[src/rtl/seq_pkg.sv]
package seq_pkg;
  typedef enum logic [1:0] {
    CYC_FETCH = 2'b00,
    CYC_READ  = 2'b01,
    CYC_WRITE = 2'b10
  } cyc_kind_e;

  typedef enum logic [2:0] {
    PH_FETCH,
    PH_IMM,
    PH_ALO,
    PH_AHI,
    PH_STORE
  } phase_e;
endpackage

[src/rtl/seq_decode.sv]
module seq_decode
  import seq_pkg::*;
#(
  parameter int DW = 8,
  parameter logic [7:0] OP_LDI = 8'h3E,
  parameter logic [7:0] OP_STO = 8'h32,
  parameter logic [7:0] OP_CPY = 8'h4F
) (
  input  logic [DW-1:0] opcode,
  output phase_e        after_fetch,
  output logic          copy_en
);
  always_comb begin
    after_fetch = PH_FETCH;
    copy_en     = 1'b0;
    if (opcode == DW'(OP_LDI))      after_fetch = PH_IMM;
    else if (opcode == DW'(OP_STO)) after_fetch = PH_ALO;
    else if (opcode == DW'(OP_CPY)) copy_en = 1'b1;
  end
endmodule

[src/rtl/seq_regs.sv]
module seq_regs #(
  parameter int DW = 8,
  localparam int AW = 2 * DW
) (
  input  logic          clk,
  input  logic          rst,
  input  logic          pc_inc,
  input  logic          ld_acc,
  input  logic          ld_lo,
  input  logic          ld_hi,
  input  logic          cp_c,
  input  logic [DW-1:0] din,
  output logic [AW-1:0] pc,
  output logic [DW-1:0] acc,
  output logic [DW-1:0] regc,
  output logic [AW-1:0] st_addr
);
  always_ff @(posedge clk) begin
    if (rst) begin
      pc      <= '0;
      acc     <= '0;
      regc    <= '0;
      st_addr <= '0;
    end else begin
      if (pc_inc) pc <= pc + 1'b1;
      if (ld_acc) acc <= din;
      if (cp_c)   regc <= acc;
      if (ld_lo)  st_addr[DW-1:0]  <= din;
      if (ld_hi)  st_addr[AW-1:DW] <= din;
    end
  end
endmodule

[src/rtl/instr_sequencer.sv]
module instr_sequencer
  import seq_pkg::*;
#(
  parameter int DW = 8,
  parameter logic [7:0] OP_LDI = 8'h3E,
  parameter logic [7:0] OP_STO = 8'h32,
  parameter logic [7:0] OP_CPY = 8'h4F,
  localparam int AW = 2 * DW
) (
  input  logic          clk,
  input  logic          rst,
  output logic          cyc_valid,
  input  logic          cyc_ready,
  output logic [1:0]    cyc_kind,
  output logic [AW-1:0] cyc_addr,
  output logic [DW-1:0] cyc_wdata,
  input  logic          rsp_valid,
  input  logic [DW-1:0] rsp_data,
  output logic [AW-1:0] pc_o,
  output logic [DW-1:0] acc_o,
  output logic [DW-1:0] regc_o
);
  phase_e ph, ph_nxt, dec_nxt;
  logic   waiting, take, copy_en;
  logic   pc_inc, ld_acc, ld_lo, ld_hi, cp_c;
  logic [AW-1:0] st_addr;

  seq_decode #(.DW(DW), .OP_LDI(OP_LDI), .OP_STO(OP_STO), .OP_CPY(OP_CPY)) u_dec (
    .opcode(rsp_data), .after_fetch(dec_nxt), .copy_en(copy_en)
  );

  assign take = waiting && rsp_valid;

  always_comb begin
    case (ph)
      PH_FETCH: ph_nxt = dec_nxt;
      PH_ALO:   ph_nxt = PH_AHI;
      PH_AHI:   ph_nxt = PH_STORE;
      default:  ph_nxt = PH_FETCH;
    endcase
  end

  always_ff @(posedge clk) begin
    if (rst) begin
      waiting <= 1'b0;
      ph      <= PH_FETCH;
    end else if (!waiting && cyc_ready) begin
      waiting <= 1'b1;
    end else if (take) begin
      waiting <= 1'b0;
      ph      <= ph_nxt;
    end
  end

  assign pc_inc = take && (ph != PH_STORE);
  assign ld_acc = take && (ph == PH_IMM);
  assign ld_lo  = take && (ph == PH_ALO);
  assign ld_hi  = take && (ph == PH_AHI);
  assign cp_c   = take && (ph == PH_FETCH) && copy_en;

  seq_regs #(.DW(DW)) u_regs (
    .clk(clk), .rst(rst), .pc_inc(pc_inc), .ld_acc(ld_acc), .ld_lo(ld_lo),
    .ld_hi(ld_hi), .cp_c(cp_c), .din(rsp_data), .pc(pc_o), .acc(acc_o),
    .regc(regc_o), .st_addr(st_addr)
  );

  always_comb begin
    cyc_valid = !waiting;
    cyc_wdata = acc_o;
    cyc_addr  = (ph == PH_STORE) ? st_addr : pc_o;
    case (ph)
      PH_FETCH: cyc_kind = CYC_FETCH;
      PH_STORE: cyc_kind = CYC_WRITE;
      default:  cyc_kind = CYC_READ;
    endcase
  end
endmodule

[config.mk]
export PLATFORM = sky130hd
export DESIGN_NAME = instr_sequencer
export DESIGN_NICKNAME = d
export VERILOG_FILES = /design/src/rtl/seq_pkg.sv /design/src/rtl/seq_decode.sv /design/src/rtl/seq_regs.sv /design/src/rtl/instr_sequencer.sv
export SDC_FILE = /design/constraint.sdc
export NUM_CORES = 1
export LEC_CHECK = 0
export ABC_AREA = 1
export BUFFER_PORTS_ARGS = -buffer_cell sky130_fd_sc_hd__buf_2
export CORE_MARGIN = 2
export CORE_UTILIZATION = 23
export CTS_CLUSTER_DIAMETER = 30
export DETAILED_ROUTE_END_ITERATION = 8
export SYNTH_ARGS = -nofsm -noshare
export SYNTH_HDL_FRONTEND = slang
export SYNTH_SLANG_ARGS = --single-unit
[constraint.sdc]
create_clock -name clk -period 1.6 [get_ports clk]
set_clock_uncertainty 0.05 [all_clocks]
set_input_delay 0.48 -clock clk [delete_from_list [all_inputs] [get_ports clk]]
set_output_delay 0.48 -clock clk [all_outputs]
set_load 0.01 [all_outputs]
==> results of run 1 <==
==> power breakdown <==
group	leakage (nW)	total [mW]	switching, mW	internal, mW
clock	0.0414	0.769	0.457	0.312
sequential	0.421	1.30	0.00385	1.30
combinational	1.16	0.152	0.0937	0.0584
==> what timing repair did <==
item	CTS	global route
setup endpoints to repair	17	23
pin swaps	1	4
gates resized for setup	28	38
cloned	1	2
setup buffers	3	2
==> metal layers <==
layer | track usage | vias to the layer above | part of all wire
li1 | - | 1322 | -
met1 | 0.157 | 1107 | 0.44
met2 | 0.193 | 59 | 0.48
met3 | 0.0314 | 13 | 0.053
met4 | 0.0515 | 0 | 0.025
met5 | 0 | - | 0
==> layout make-up <==
class,instances,share of cell area
clock buffer,6,0.0209
clock inverter,2,0.00468
inverter,57,0.0662
multi-input combinational,244,0.365
sequential,52,0.301
tap,140,0.0504
timing repair buffer,95,0.192
==> metrics by stage <==
stage	cells	utilization	setup slack (ps)	TNS [ps]
final	596	0.321	-291	-4460
after detailed placement	581	0.288	-85.9	-398
after global routing	596	0.321	-361	-5790
after floorplan	372	-	11.0	0
after global placement	581	0.288	-36.8	-77.4
after CTS	593	0.306	-336	-5280
==> critical path, stage by stage (launching register included) <==
cell and delay, ps:
dfxtp_2 340, nor2_4 130, nand2_4 80, clkinv_8 90, buf_8 140, nand2_2 50, o21ai_1 70, buf_2 150
==> cell usage in the layout (no fill, tap or decap), drive strengths merged <==
cell	instances
buf	93
nor2	80
nand2	66
dfxtp	52
o21ai	55
ha	1
o31ai	1
clkinvlp	1
nor3	14
nand4	5
or2	1
a21oi	10
nand3	10
clkbuf	8
clkinv	4
inv	54
and3	1
==> synth_stat cells (3+ instances only) <==
cell type / instances / area [sq um]
nand4_1: 5 / 31.3
inv_1: 51 / 191
o21ai_1: 10 / 50.1
buf_2: 5 / 25.0
nor3_1: 12 / 60.1
buf_6: 3 / 33.8
a21oi_1: 10 / 50.1
nor2_4: 3 / 33.8
nor2_2: 5 / 31.3
nand2_2: 7 / 43.8
nand3_1: 7 / 35.0
o21ai_0: 45 / 225
buf_4: 8 / 60.1
dfxtp_1: 52 / 1040
nand2_1: 58 / 218
nor2_1: 71 / 267
inv_2: 4 / 15.0
==> logic make-up (layout without fill, tap and decap cells) <==
family                     after synthesis  in the layout  share of synthesized area
DFF                                     52             52                      0.408
and+or+nand+nor                        177            177                      0.322
adders and majority gates                1              1                    0.00490
AOI/OAI and AO/OA                       66             66                      0.130
buffers and inverters                   76            160                      0.135
==> final timing paths <==
kind | start | end | depth (start not counted)
setup / recovery | ph[0]$_SDFFE_PP0P_ | cyc_addr[0] | 7
hold / removal | cyc_ready | waiting$_SDFFE_PP0P_ | 3
setup reg to reg | u_regs.pc[0]$_SDFFE_PP0P_ | u_regs.pc[8]$_SDFFE_PP0P_ | 8
hold reg to reg | u_regs.st_addr[15]$_SDFFE_PP0P_ | u_regs.st_addr[15]$_SDFFE_PP0P_ | 2
==> state kept, by name, indices dropped and copies added (netlist names) <==
| name | flops |
|---|---|
| ph | 3 |
| u_regs.acc | 8 |
| u_regs.pc | 16 |
| u_regs.regc | 8 |
| u_regs.st_addr | 16 |
| waiting | 1 |
==> impl_metrics.ini, run 1 <==
[final_layout]
nNetsFinal = 468
syn_to_final_growth_pct = 36.2
final_area_sq_um = 3480
fillers = 1210
antenna_cells = 0
multi_input_area_sq_um = 1270
seqCellArea_sq_um = 1050
drive_gt1_frac = 0.355

[logic_synthesis]
async_reset_ff_frac = 0
synth_edf_count = 0
syn_area_per_cell_sq_um = 6.86
syn-cell-area_sq_um = 2550
yosys_warnings = 0
synthDistinctLibCells = 30
seq_area_frac_synth = 0.408
yosys_most_used_dff = dfxtp_1
postSynthCellCount = 372
ys_ff_latch = 52
syn_nets = 385

[cts]
clk_latency_ps = 310
path_clk_slew_ps = 90
cts_max_path_buffers = 2
cts_tree = done
clock-root-buffer = clkbuf_8
hold_buffers = 0
htree_levels = 2
clock_sinks = 52
cts_buffers = 5

[timing]
tightest_slew_ps = 365
rsz0062_at_grt = true
finalSetupViolations = 18
hold-worst-slack_ps = 366
hold_violations = 0
period_minus_slack_ps = 1890
fmax_ghz = 0.529
fin_ws_ps = -291
slew-limit-headroom = 0.756
finalCritPeriodShare = 1.18
slew_viol_final = 0

[drt]
drc = 0
ant_nets = 0
routed_wl_microns = 7150
drtPass1Iterations = 4
first_iter_violations = 138
post_drt_wl_per_cell_microns = 12.0
vias_per_cell = 4.20
vias = 2501

[global_routing]
grt_pass1_vias = 2342
overflow = 0
grt_start_max_net_pins = 44
grtUsageTotal = 0.122
antenna_found_initial = 0
grt_pass1_wl_microns = 11400

[power]
powerDensity_nw_per_um2 = 640
ir_worst_vdd_v = 0.000368
power_mw = 2.22
leakage_nw = 1.63

[hold_path]
hp-class = input port to flop

[critical_path]
startpoint_type = flop
required_ps = 1070
crit_type = flop to primary output
endpoint_kind = primary output
critPathMaxFanout = 8
worst_ep_arrival_time_ps = 1360
r2r_slack_ps = 130

[placement]
place_congestion = 0.771
place_area_sq_um = 3120
io_buffers = 70
dp_hpwl_microns = 5240

[floorplan]
dieArea_sq_um = 12000
start_util = 0.235
die_height_microns = 109
die_w_microns = 109
coreArea_sq_um = 10800
io_pins = 71
row_count = 38

[run_status]
status = finished, violations left
violations = setup timing

[run]
maxCapViolCount = 0
Power figures use the tool's default switching activity.
==> inputs of run 2 (changes only) <==
Settings changed: BUFFER_PORTS_ARGS -buffer_cell sky130_fd_sc_hd__buf_2 to unset, CORE_ASPECT_RATIO set to 1.75, DONT_BUFFER_PORTS set to 1.
==> run 2 against run 1 <==
First-iteration DRC count down 62%. The run still ends with setup timing left. Maximum frequency up 1.9%. Critical path type unchanged. Clock power up 40%. Critical endpoint is now cyc_addr[7]. Highest routed layer unchanged. Largest cell class unchanged. Flip-flop and latch count unchanged. Sequential power about the same.
==> impl_metrics.ini, run 2 (synthesized netlist as in run 1, its figures left out) <==
[final_layout]
reg.largest.list = u_regs.pc: 16 flops, u_regs.st_addr: 16 flops
multi_input_area_sq_um = 1320
syn_to_final_growth_pct = 28.6
final_common_cell = nor2_1
fillers = 1171
layout_common_cells = 71 x nor2_1, 50 x inv_1, 50 x dfxtp_1
drive_gt1_frac = 0.247
nNetsFinal = 410
post-route-util = 0.305
stdcell_count = 527
seqCellArea_sq_um = 1040
antenna_cells = 0

[global_routing]
antenna_found_initial = 0
overflow = 0
grtUsageTotal = 0.120
grt_pass1_vias = 2263
grt_pass1_wl_microns = 11400
grt_start_max_net_pins = 41

[power]
leakage_nw = 1.38
p_switching_mw = 0.574
switching_share = 0.231
powerDensity_nw_per_um2 = 759
clkPwrFrac = 0.433
p_int_mw = 1.92
ir_worst_vdd_v = 0.000526
power_mw = 2.49
seq_power_share = 0.523
p_comb_frac = 0.044

[run_status]
status = finished, violations left
violations = setup timing

[drt]
vias_per_cell = 4.43
routed_wl_microns = 7380
drc = 0
drtPass1Iterations = 4
post_drt_wl_per_cell_microns = 14.0
vias = 2334
ant_nets = 0
first_iter_violations = 53

[timing]
finalSetupViolations = 17
hold_violations = 0
tightest_slew_ps = 383
slew-limit-headroom = 0.743
rsz0062_at_grt = true
slew_viol_final = 0
fmax_ghz = 0.539
period_minus_slack_ps = 1860
fin_ws_ps = -256
finalCritPeriodShare = 1.16

[cts]
cts_tree = done
clk_latency_ps = 290
hold_buffers = 0
htree_levels = 2
cts_buffers = 5
clock-root-buffer = clkbuf_16
clock_sinks = 52
cts_max_path_buffers = 2
path_clk_slew_ps = 70

[critical_path]
crit_type = flop to primary output
ff2ff_path_depth = 8
required_ps = 1070
r2r_slack_ps = 130
r2r_start = u_regs.pc[0]$_SDFFE_PP0P_
r2r_end = u_regs.pc[13]$_SDFFE_PP0P_
startpoint_type = flop
critPathMaxFanout = 6
endpoint_kind = primary output
worst_ep_arrival_time_ps = 1330

[floorplan]
die_height_microns = 143
start_util = 0.237
dieArea_sq_um = 12000
io_pins = 71
coreArea_sq_um = 10800
row_count = 50
die_w_microns = 83.6

[hold_path]
worstHoldStart = rst
hold_depth = 1
hp-class = input port to flop
hold_end = ph[0]$_SDFFE_PP0P_

[placement]
dp.cells = 514
dp_hpwl_microns = 5270
io_buffers = 0
place_congestion = 0.756

[run]
maxCapViolCount = 0
==> run 2: cell count changes in the layout (fill, tap and decap cells not counted), sizes merged <==
cell / change
clkinv: -1
clkbuf: -2
inv: +1
buf: -57
==> run 2: critical path, cell delays in order (launching register included) <==
cell and delay [ps]:
dfxtp_2 350, nor2_4 40, nand2_2 80, clkinv_4 100, buf_12 150, buf_16 140, o21ai_4 160
==> run 2: stage by stage <==
stage / setup WS (ps) / setup TNS (ps) / cell area (sq um) / hold slack, ps
CTS: -249 / -3590 / 3180 / 183
floorplan: 11.0 / 0 / 2550 / 405
detailed placement: 6.88 / 0 / 2840 / 438
global placement: 6.08 / 0 / 2840 / 436
finish: -256 / -3780 / 3280 / 197
global route: -309 / -4780 / 3280 / 184
==> run 2: worst max path at each step <==
stage	from	to	slack (ps)	depth (start not counted)
after floorplan	ph[1]$_SDFFE_PP0P_	cyc_addr[10]	10	5
after global placement	ph[0]$_SDFFE_PP0P_	cyc_addr[3]	6	5
after detailed placement	ph[0]$_SDFFE_PP0P_	cyc_addr[9]	7	7
after global routing	ph[0]$_SDFFE_PP0P_	cyc_addr[7]	-310	6
after CTS	ph[1]$_SDFFE_PP0P_	cyc_addr[9]	-250	7
final	ph[0]$_SDFFE_PP0P_	cyc_addr[7]	-260	6
==> run 2: power by group through the flow <==
stage / sequential [mW] / combinational, mW / clock (mW)
after floorplan: 1.34 / 0.0745 / 0
after global placement: 1.33 / 0.108 / 0
after detailed placement: 1.33 / 0.110 / 0
after CTS: 1.30 / 0.112 / 1.12
after global routing: 1.30 / 0.123 / 1.16
final: 1.30 / 0.110 / 1.08
==> run 2: layer usage <==
metal | wire (microns) | GRT usage | vias up
met1 | 2750 | 0.124 | 1051
met5 | 0 | 0 | -
met2 | 4000 | 0.228 | 67
met4 | 199 | 0.0450 | 0
met3 | 422 | 0.0333 | 14
li1 | - | - | 1202
==> run 2: cell type report <==
| type | count | area share |
|---|---|---|
| clock buffers | 5 | 0.0381 |
| repair buffers | 37 | 0.121 |
| flip-flops and latches | 52 | 0.318 |
| well taps | 130 | 0.0496 |
| clock inverters | 2 | 0.00496 |
| inverters | 57 | 0.0671 |
| multi-input cells | 244 | 0.401 |
==> run 2: what timing repair did <==
item	in CTS	in global routing
pin swaps	4	3
hold endpoints to repair	0	0
gates resized for setup	45	15
cloned	2	1
endpoints found under the setup margin	17	20
setup buffers	2	1
